[config.mk]
export PLATFORM = sky130hd
export DESIGN_NAME = flash_tick_div
export DESIGN_NICKNAME = d
export VERILOG_FILES = /design/src/rtl/flash_tick_pkg.sv /design/src/rtl/ftd_cfg_reg.sv /design/src/rtl/ftd_prescale.sv /design/src/rtl/ftd_count.sv /design/src/rtl/flash_tick_div.sv
export SDC_FILE = /design/constraint.sdc
export NUM_CORES = 1
export LEC_CHECK = 0
export BUFFER_PORTS_ARGS = -buffer_cell sky130_fd_sc_hd__buf_2
export CAP_MARGIN = 20
export CORE_ASPECT_RATIO = 0.7
export CORE_MARGIN = 2
export CORE_UTILIZATION = 40
export DETAILED_ROUTE_END_ITERATION = 7
export GPL_TIMING_DRIVEN = 0
export PLACE_DENSITY_LB_ADDON = 0.05
export SLEW_MARGIN = 20
export SYNTH_ARGS = -nofsm -noshare
export SYNTH_HDL_FRONTEND = slang
export SYNTH_SLANG_ARGS = --single-unit
[constraint.sdc]
create_clock -name clk -period 7.3 [get_ports clk]
set_input_delay 1.46 -clock clk [delete_from_list [all_inputs] [get_ports clk]]
set_output_delay 1.46 -clock clk [all_outputs]
set_load 0.005 [all_outputs]
[src/rtl/flash_tick_pkg.sv]
package flash_tick_pkg;
  // True when bus_hz / ratio lies outside [min_hz, max_hz]; written without division.
  function automatic logic rate_outside(input longint bus_hz, input longint min_hz,
                                        input longint max_hz, input longint ratio);
    return (bus_hz < ratio * min_hz) || (bus_hz > ratio * max_hz);
  endfunction
endpackage

[src/rtl/ftd_cfg_reg.sv]
module ftd_cfg_reg #(
  parameter int DIV_W = 6
) (
  input  logic             clk,
  input  logic             rst_n,
  input  logic             wr_en,
  input  logic [DIV_W+1:0] wr_data,
  output logic [DIV_W+1:0] rd_data,
  output logic             pre_en,
  output logic [DIV_W-1:0] div_val,
  output logic             written,
  output logic             locked,
  output logic             accept
);
  logic             pre_q, pre_d;
  logic [DIV_W-1:0] div_q, div_d;
  logic             wr_q, wr_d;
  logic             lock_q, lock_d;

  assign accept = wr_en && !lock_q;

  always_comb begin
    pre_d  = pre_q;
    div_d  = div_q;
    wr_d   = wr_q;
    lock_d = lock_q;
    if (accept) begin
      pre_d  = wr_data[DIV_W];
      div_d  = wr_data[DIV_W-1:0];
      wr_d   = 1'b1;
      lock_d = !wr_data[DIV_W+1];
    end
  end

  always_ff @(posedge clk or negedge rst_n) begin
    if (!rst_n) begin
      pre_q  <= 1'b0;
      div_q  <= '0;
      wr_q   <= 1'b0;
      lock_q <= 1'b0;
    end else begin
      pre_q  <= pre_d;
      div_q  <= div_d;
      wr_q   <= wr_d;
      lock_q <= lock_d;
    end
  end

  assign rd_data = {wr_q, pre_q, div_q};
  assign pre_en  = pre_q;
  assign div_val = div_q;
  assign written = wr_q;
  assign locked  = lock_q;
endmodule

[src/rtl/ftd_prescale.sv]
module ftd_prescale #(
  parameter int PRE_LOG2 = 3
) (
  input  logic clk,
  input  logic rst_n,
  input  logic restart,
  input  logic enable,
  input  logic bypass,
  output logic pre_tick
);
  generate
    if (PRE_LOG2 == 0) begin : g_none
      assign pre_tick = enable;
    end else begin : g_cnt
      logic [PRE_LOG2-1:0] cnt_q, cnt_d;

      always_comb begin
        cnt_d = cnt_q;
        if (restart || !enable || bypass) cnt_d = '0;
        else                              cnt_d = cnt_q + 1'b1;
      end

      always_ff @(posedge clk or negedge rst_n) begin
        if (!rst_n) cnt_q <= '0;
        else        cnt_q <= cnt_d;
      end

      assign pre_tick = enable && (bypass || (&cnt_q));
    end
  endgenerate
endmodule

[src/rtl/ftd_count.sv]
module ftd_count #(
  parameter int DIV_W = 6
) (
  input  logic             clk,
  input  logic             rst_n,
  input  logic             restart,
  input  logic             enable,
  input  logic             step,
  input  logic [DIV_W-1:0] div_val,
  output logic             tick
);
  logic [DIV_W-1:0] cnt_q, cnt_d;
  logic             wrap;

  assign wrap = (cnt_q == div_val);

  always_comb begin
    cnt_d = cnt_q;
    if (restart || !enable) cnt_d = '0;
    else if (step)          cnt_d = wrap ? '0 : cnt_q + 1'b1;
  end

  always_ff @(posedge clk or negedge rst_n) begin
    if (!rst_n) cnt_q <= '0;
    else        cnt_q <= cnt_d;
  end

  assign tick = enable && step && wrap;
endmodule

[src/rtl/flash_tick_div.sv]
module flash_tick_div #(
  parameter longint BUS_HZ   = 8000000,
  parameter longint MIN_HZ   = 150000,
  parameter longint MAX_HZ   = 200000,
  parameter int     DIV_W    = 6,
  parameter int     PRE_LOG2 = 3
) (
  input  logic             clk,
  input  logic             rst_n,
  input  logic             wr_en,
  input  logic [DIV_W+1:0] wr_data,
  output logic [DIV_W+1:0] rd_data,
  output logic             tick,
  output logic             unconfigured,
  output logic             out_of_range
);
  localparam int RATIO_W = DIV_W + PRE_LOG2 + 1;

  logic               pre_en, written, lock_q, accept, active, pre_tick;
  logic [DIV_W-1:0]   div_val;
  logic [RATIO_W-1:0] ratio;

  ftd_cfg_reg #(.DIV_W(DIV_W)) u_reg (
    .clk(clk), .rst_n(rst_n), .wr_en(wr_en), .wr_data(wr_data),
    .rd_data(rd_data), .pre_en(pre_en), .div_val(div_val),
    .written(written), .locked(lock_q), .accept(accept)
  );

  assign active = written && (div_val != '0);

  ftd_prescale #(.PRE_LOG2(PRE_LOG2)) u_pre (
    .clk(clk), .rst_n(rst_n), .restart(accept), .enable(active),
    .bypass(!pre_en), .pre_tick(pre_tick)
  );

  ftd_count #(.DIV_W(DIV_W)) u_cnt (
    .clk(clk), .rst_n(rst_n), .restart(accept), .enable(active),
    .step(pre_tick), .div_val(div_val), .tick(tick)
  );

  always_comb begin
    ratio = RATIO_W'({1'b0, div_val}) + 1'b1;
    if (pre_en) ratio = ratio << PRE_LOG2;
  end

  assign unconfigured = !active;
  assign out_of_range = flash_tick_pkg::rate_outside(BUS_HZ, MIN_HZ, MAX_HZ,
                          longint'({{(64-RATIO_W){1'b0}}, ratio}));
endmodule

=== Yosys cells after proc, flatten, opt, wreduce, memory -nomap -nowiden ===
Index checks and enable logic that the tools add are counted.

* Word-level logic and storage cells: 35
* Flip-flop bits (word level): 18
* Output and inout bits: 11
* Bits in latches: 0
* Memories kept: 0
* Bits of input ports: 11
* Memory bits (read-only): 0
* RAM bits: 0

* $mul: 2
* $add $sub $neg: 3
* $lt $le $gt $ge: 2
* Bitwise logic cells: 0
* Div/mod/pow operators: 0
* Mux-type cells: 5
* Reductions and logical operators: 16
* Shifts and indexed selects: 0
* Equal/unequal tests: 1

{| class="wikitable"
|+ Operator list
! kind !! count
|-
| greater-than comparator 23 x 28 -> 1 bit, first input constant || 1
|-
| less-than comparator 23 x 28 -> 1 bit, first input constant || 1
|-
| multiplier 10 x 14 -> 24 bit, second input constant || 1
|-
| multiplier 10 x 12 -> 22 bit, second input constant || 1
|-
| 2-to-1 mux 6 bit || 3
|-
| 2-to-1 mux 10 bit || 1
|-
| adder 6 x 1 -> 7 bit, second input constant || 1
|-
| adder 6 x 1 -> 6 bit, second input constant || 1
|-
| equality test 6 bit || 1
|-
| nonzero test 6 bit || 1
|-
| logical AND 1 bit || 5
|-
| zero test 1 bit || 4
|-
| logical OR 1 bit || 4
|-
| adder 3 x 1 -> 3 bit, second input constant || 1
|-
| 2-to-1 mux 3 bit || 1
|-
| AND reduction 3 bit || 1
|-
| nonzero test 2 bit || 1
|}

=== Longest topological paths before layout ===
* Depth in word-level cells: 6
* Mapped depth: 24
* Depth with buffers taken out: 23

=== By module ===
A second synthesis with hierarchy kept.

* Cells, all modules: 624
* Area total of the unflattened synthesis: 5809.3 µm²

{| class="wikitable"
|+ Modules (own cells, without submodules)
! module !! cells an instance !! instances !! area an instance (µm²) !! sequential area each (µm²)
|-
| flash_tick_div || 548 || 1 || 4840.9 || 0.0
|-
| ftd_cfg_reg || 29 || 1 || 434.2 || 225.2
|-
| ftd_count || 38 || 1 || 386.6 || 150.1
|-
| ftd_prescale || 9 || 1 || 147.6 || 75.1
|}

=== Least setup slack after synthesis ===
OpenSTA, ideal clock, no wires.

* Kind: register to output
* Start: register u_reg.div_q[0], in the netlist u_reg.div_val[0]
* End: output out_of_range
* Stages on the path, launching flop included: 23
* Setup slack: 185 ps
* Required time: 5840 ps
* Arrival time: 5655 ps
* Path buffers: 0
* Cells stage by stage: dfrtp_1 -> ha_1 -> and3_1 -> and3_1 -> nor2_1 -> a21oi_1 -> inv_1 -> fa_1 -> inv_1 -> ha_1 -> inv_1 -> fa_1 -> inv_1 -> fa_1 -> ha_1 -> ha_1 -> or3_4 -> o211ai_2 -> a311oi_1 -> nor4_1 -> a211oi_1 -> nor4_2 -> o211ai_1

* Cells in the longest elaborated chain, start to end: 5
* Elaborated cells between the ends (all ways): 7
* Those cells by class: add/sub: 1; mul: 2; order compare: 2; mux: 1; reduce/logical: 1

{| class="wikitable"
|+ RTL lines
! what !! RTL line !! RTL
|-
| from (decl) || ftd_cfg_reg.sv:16 || <nowiki>logic [DIV_W-1:0] div_q, div_d;</nowiki>
|-
| from (signal assigned) || ftd_cfg_reg.sv:43 || <nowiki>div_q <= div_d;</nowiki>
|-
| adder 6 x 1 -> 7 bit (*) || flash_tick_div.sv:42 || <nowiki>ratio = RATIO_W'({1'b0, div_val}) + 1'b1;</nowiki>
|-
| 2-to-1 mux 10 bit (*) || flash_tick_div.sv:43 || <nowiki>if (pre_en) ratio = ratio << PRE_LOG2;</nowiki>
|-
| multiplier 10 x 14 -> 24 bit or multiplier 10 x 12 -> 22 bit (tied branches) || flash_tick_pkg.sv:5 || <nowiki>return (bus_hz < ratio * min_hz) || (bus_hz > ratio * max_hz);</nowiki>
|-
| less-than comparator 23 x 28 -> 1 bit or greater-than comparator 23 x 28 -> 1 bit (tied branches) || flash_tick_pkg.sv:5 ||
|-
| logical OR 1 bit (*) || flash_tick_pkg.sv:5 ||
|-
| to (decl) || flash_tick_div.sv:15 || <nowiki>output logic out_of_range</nowiki>
|}

Mark *: on every way between the ends. The rest lies on a longest branch, timed or not.

=== Worst setup path in the final report ===
Ends and elaborated chain as after synthesis.

==> impl_metrics.yaml <==
critical_path:
  worstSetupPathType: "reg -> out"
  cp.required_ns: 5.84
  r2r_start: "u_reg.div_val[0]"
  cp_max_fo: 4
  startpoint_type: "register"
  regToRegEndpoint: "u_cnt.cnt_q[1]"
  reg2reg_depth: 10
  r2r_setup_slack_ns: 5.19
  path_cells: "ha_4 -> and3_4 -> and3_4 -> and2_4 -> fa_2 -> fa_1 -> inv_2 -> fa_1 -> inv_1 -> fa_1 -> fa_1 -> ha_4 -> and3_4 -> buf_12 -> o211ai_4 -> a311oi_4 -> nor4_1 -> a211oi_1 -> nor4_2 -> o211ai_1 -> buf_2"
  slowest_delay_ns: 0.57
  worstPathArrival_ns: 5.86
  critPathTopFamily: "adder cells"
  timing.critical_path.to_type: "output pin"
  crit_buf_inv: 4
  crit_slowest_cell: "fa_1"
  crit_top_cell: "fa_1"
layout:
  stdcell_count: 921
  fill_cells: 1493
  area_delta_synth_final_pct: 18.09
  diodes: 0
  layout-drive-gt1-share_pct: 20.66
  seqCellArea_um2: 456.7
  multi_input_area_um2: 5253
  nNetsFinal: 933
drt:
  drc: 0
  maxUsedRoutingLayer: "met4"
  detail_route.wl_per_cell_um: 14.92
  vias: 4881
  viasPerCell: 5.300
  wl_met3_um: 235
  dr.first_iter.drc_count: 228
  m1WireLength_mm: 7.552
  dr_wl_met2_mm: 5.888
  ant_nets: 0
  dr.pass1.iters: 4
  routed_wl_mm: 13.75
clock_tree:
  clock_latency_ns: 0.25
  cts_tree: "built"
  h-tree-depth: 1
  clockRootBuffer: "clkbuf_16"
  clock_path_buffers: 2
  cts.sinks: 18
  cts_buffers: 3
  clk_pin_slew_ns: 0.05
status:
  violations: "setup timing"
  status: "finished with violations"
floorplan:
  die_x_um: 148.8
  ios: 22
  dieArea_um2: 15680
  core_um2: 14540
  rows: 37
  die_h_um: 105.4
  start_util_pct: 40.40
sta:
  setup_ws_ns: -0.01650
  slew_headroom_pct: 60.76
  fmax_mhz: 136.7
  worst_slew_pin_slew_ns: 0.5879
  rsz0062_at_grt: "yes"
  setup_viol: 1
  period_minus_slack_ns: 7.316
  skew_ns: 0.001613
  drv_slew: 0
  fin_crit_sh_pct: 100.2
  whs_ns: 0.4344
  hold_viol: 0
logic_synthesis:
  synth_nets: 872
  synthCells: 666
  synth_edf_count: 0
  async_flop_share_pct: 100.0
  ys_seq_elements: 18
  ys_seq_area_share_pct: 7.669
  synth.avg_cell_area_um2: 8.819
  ys_warn_count: 0
  netlist_area_um2: 5873
  synthDistinctLibCells: 71
  ys.flop_type: "dfrtp_1"
global_routing:
  grt_max_degree: 19
  grt_pass1_vias: 5013
  grt_overflow: 0
  grt_usage_pct: 18.22
  grt_pass1_wl_mm: 23.57
  antenna_found_initial: 0
worst_hold_path:
  hold_end: "u_pre.g_cnt.cnt_q[0]"
  hold_path_class: "reg -> reg"
  whs_path_depth: 1
  hp-start: "u_pre.g_cnt.cnt_q[0]"
place:
  portBuffers: 21
  globalplace.congestion: 0.8184
  dp.cells: 882
  place_hpwl_mm: 11.13
flow_run:
  cap_violations: 0
## kinds of logic after synthesis
| kind of cell | after synthesis | synth area share, % |
|---|---|---|
| xor gates and xnor gates | 30 | 4.474 |
| buffers and inverters | 119 | 7.946 |
| muxes | 11 | 1.981 |
| AOI/OAI and AO/OA | 140 | 16.68 |
| adders and majority gates | 195 | 47.68 |
| DFF | 18 | 7.669 |
| and+or+nand+nor | 153 | 13.57 |
## layer usage
metal	GRT usage, %	up-vias
met5	0	-
met4	1.837	0
met3	0.9091	7
met2	29.20	60
met1	28.00	2354
li1	-	2460
## state kept, by name (all words and copies together) (netlist names)
register	flops
u_cnt.cnt_q	6
u_reg.div_val	6
u_reg.locked	1
u_reg.written	1
u_pre.g_cnt.cnt_q	3
u_reg.pre_en	1
## metrics by stage
| step | setup TNS [ns] | setup WS (ns) | utilization [%] | instance area (um^2) |
|---|---|---|---|---|
| after global routing | -0.1849 | -0.1849 | 47.71 | 6935 |
| final | -0.01650 | -0.01650 | 47.71 | 6935 |
| after global placement | -0.8735 | -0.8735 | 42.80 | 6222 |
| after detailed placement | -0.9139 | -0.9139 | 42.80 | 6222 |
| after CTS | -0.1024 | -0.1024 | 45.86 | 6666 |
| after floorplan | 0 | 0.1849 | - | 5873 |
## cell type report
| type | instances | area share (%) |
|---|---|---|
| clock buffer | 4 | 1.281 |
| buffer | 14 | 1.100 |
| inverter | 102 | 5.629 |
| timing repair buffer | 59 | 6.152 |
| tap | 195 | 3.518 |
| multi-input combinational | 529 | 75.74 |
| sequential | 18 | 6.585 |
## worst reg2reg max path: stages, from the launching register on
cell and delay (ns):
dfrtp_2 0.42, buf_6 0.14, inv_1 0.05, ha_1 0.19
nand2_1 0.06, nand2_1 0.10, nor2_1 0.28, and2_1 0.17
clkbuf_1 0.23, nor2_1 0.14, a22o_1 0.20
## synth_stat cells (4+ instances only)
library cell / count / share of area (%)
ha_1: 147 / 31
inv_1: 102 / 6.5
fa_1: 48 / 16
nor2_1: 34 / 2.2
a21oi_1: 31 / 2.6
nand2_1: 29 / 1.9
o21ai_0: 24 / 2.0
dfrtp_1: 18 / 7.7
nor3_1: 17 / 1.4
xnor2_1: 15 / 2.2
xor2_1: 15 / 2.2
clkbuf_1: 12 / 0.77
nand3_1: 11 / 0.94
a21o_1: 9 / 1.2
nand4_1: 9 / 0.96
nor2b_1: 9 / 0.96
and2_1: 8 / 0.85
and3_1: 8 / 0.85
o21a_1: 8 / 1.0
a211oi_1: 6 / 0.77
mux2i_1: 6 / 1.0
mux2_2: 5 / 0.96
o211ai_1: 5 / 0.64
o22ai_1: 5 / 0.53
or2_2: 5 / 0.53
a31oi_1: 4 / 0.43
nand2b_1: 4 / 0.43
nor4_1: 4 / 0.43
## repair_timing
| action | in CTS | in global routing |
|---|---|---|
| setup buffers | 26 | 12 |
| setup endpoints to repair | 1 | 1 |
| hold buffers | 0 | 0 |
| hold endpoints to repair | 0 | 0 |
| pin swaps | 17 | 28 |
| resized for setup | 38 | 40 |
## worst max path at each step
| stage | startpoint | endpoint | cells past startpoint |
|---|---|---|---|
| after floorplan | u_reg.div_val[0] | out_of_range | 22 |
| after global routing | u_reg.div_val[0] | out_of_range | 21 |
| after CTS | u_reg.div_val[1] | out_of_range | 21 |
| after global placement | u_reg.div_val[0] | out_of_range | 22 |
| after detailed placement | u_reg.div_val[0] | out_of_range | 22 |
| final | u_reg.div_val[0] | out_of_range | 21 |
## layout by cell type (no fill, tap or decap), types with 4 or more instances in the layout
master	synthesis	routed
a31oi_1	4	4
a21o_1	9	9
and2_1	8	4
xor2_1	15	14
a211oi_1	6	4
buf_2	2	23
nor3_1	17	17
o21ai_0	24	21
o21a_1	8	5
or2_2	5	5
fa_2	0	4
and2_4	0	4
a21oi_1	31	28
dfrtp_1	18	13
nand3_1	11	10
o21ai_1	3	6
fa_1	48	44
nor4_1	4	4
clkbuf_1	12	8
and3_1	8	5
nor2b_1	9	9
inv_1	102	98
nor2_1	34	31
a21oi_2	3	4
mux2i_1	6	6
nand4_1	9	9
nand2b_1	4	4
o211ai_1	5	5
xnor2_1	15	15
buf_4	2	36
dfrtp_2	0	5
o22ai_1	5	4
ha_4	0	6
nand2_1	29	28
ha_1	147	138
mux2_2	5	5
Power is not shown: default switching activity piles up to over one toggle a cycle in this logic, so the estimate is an artifact.
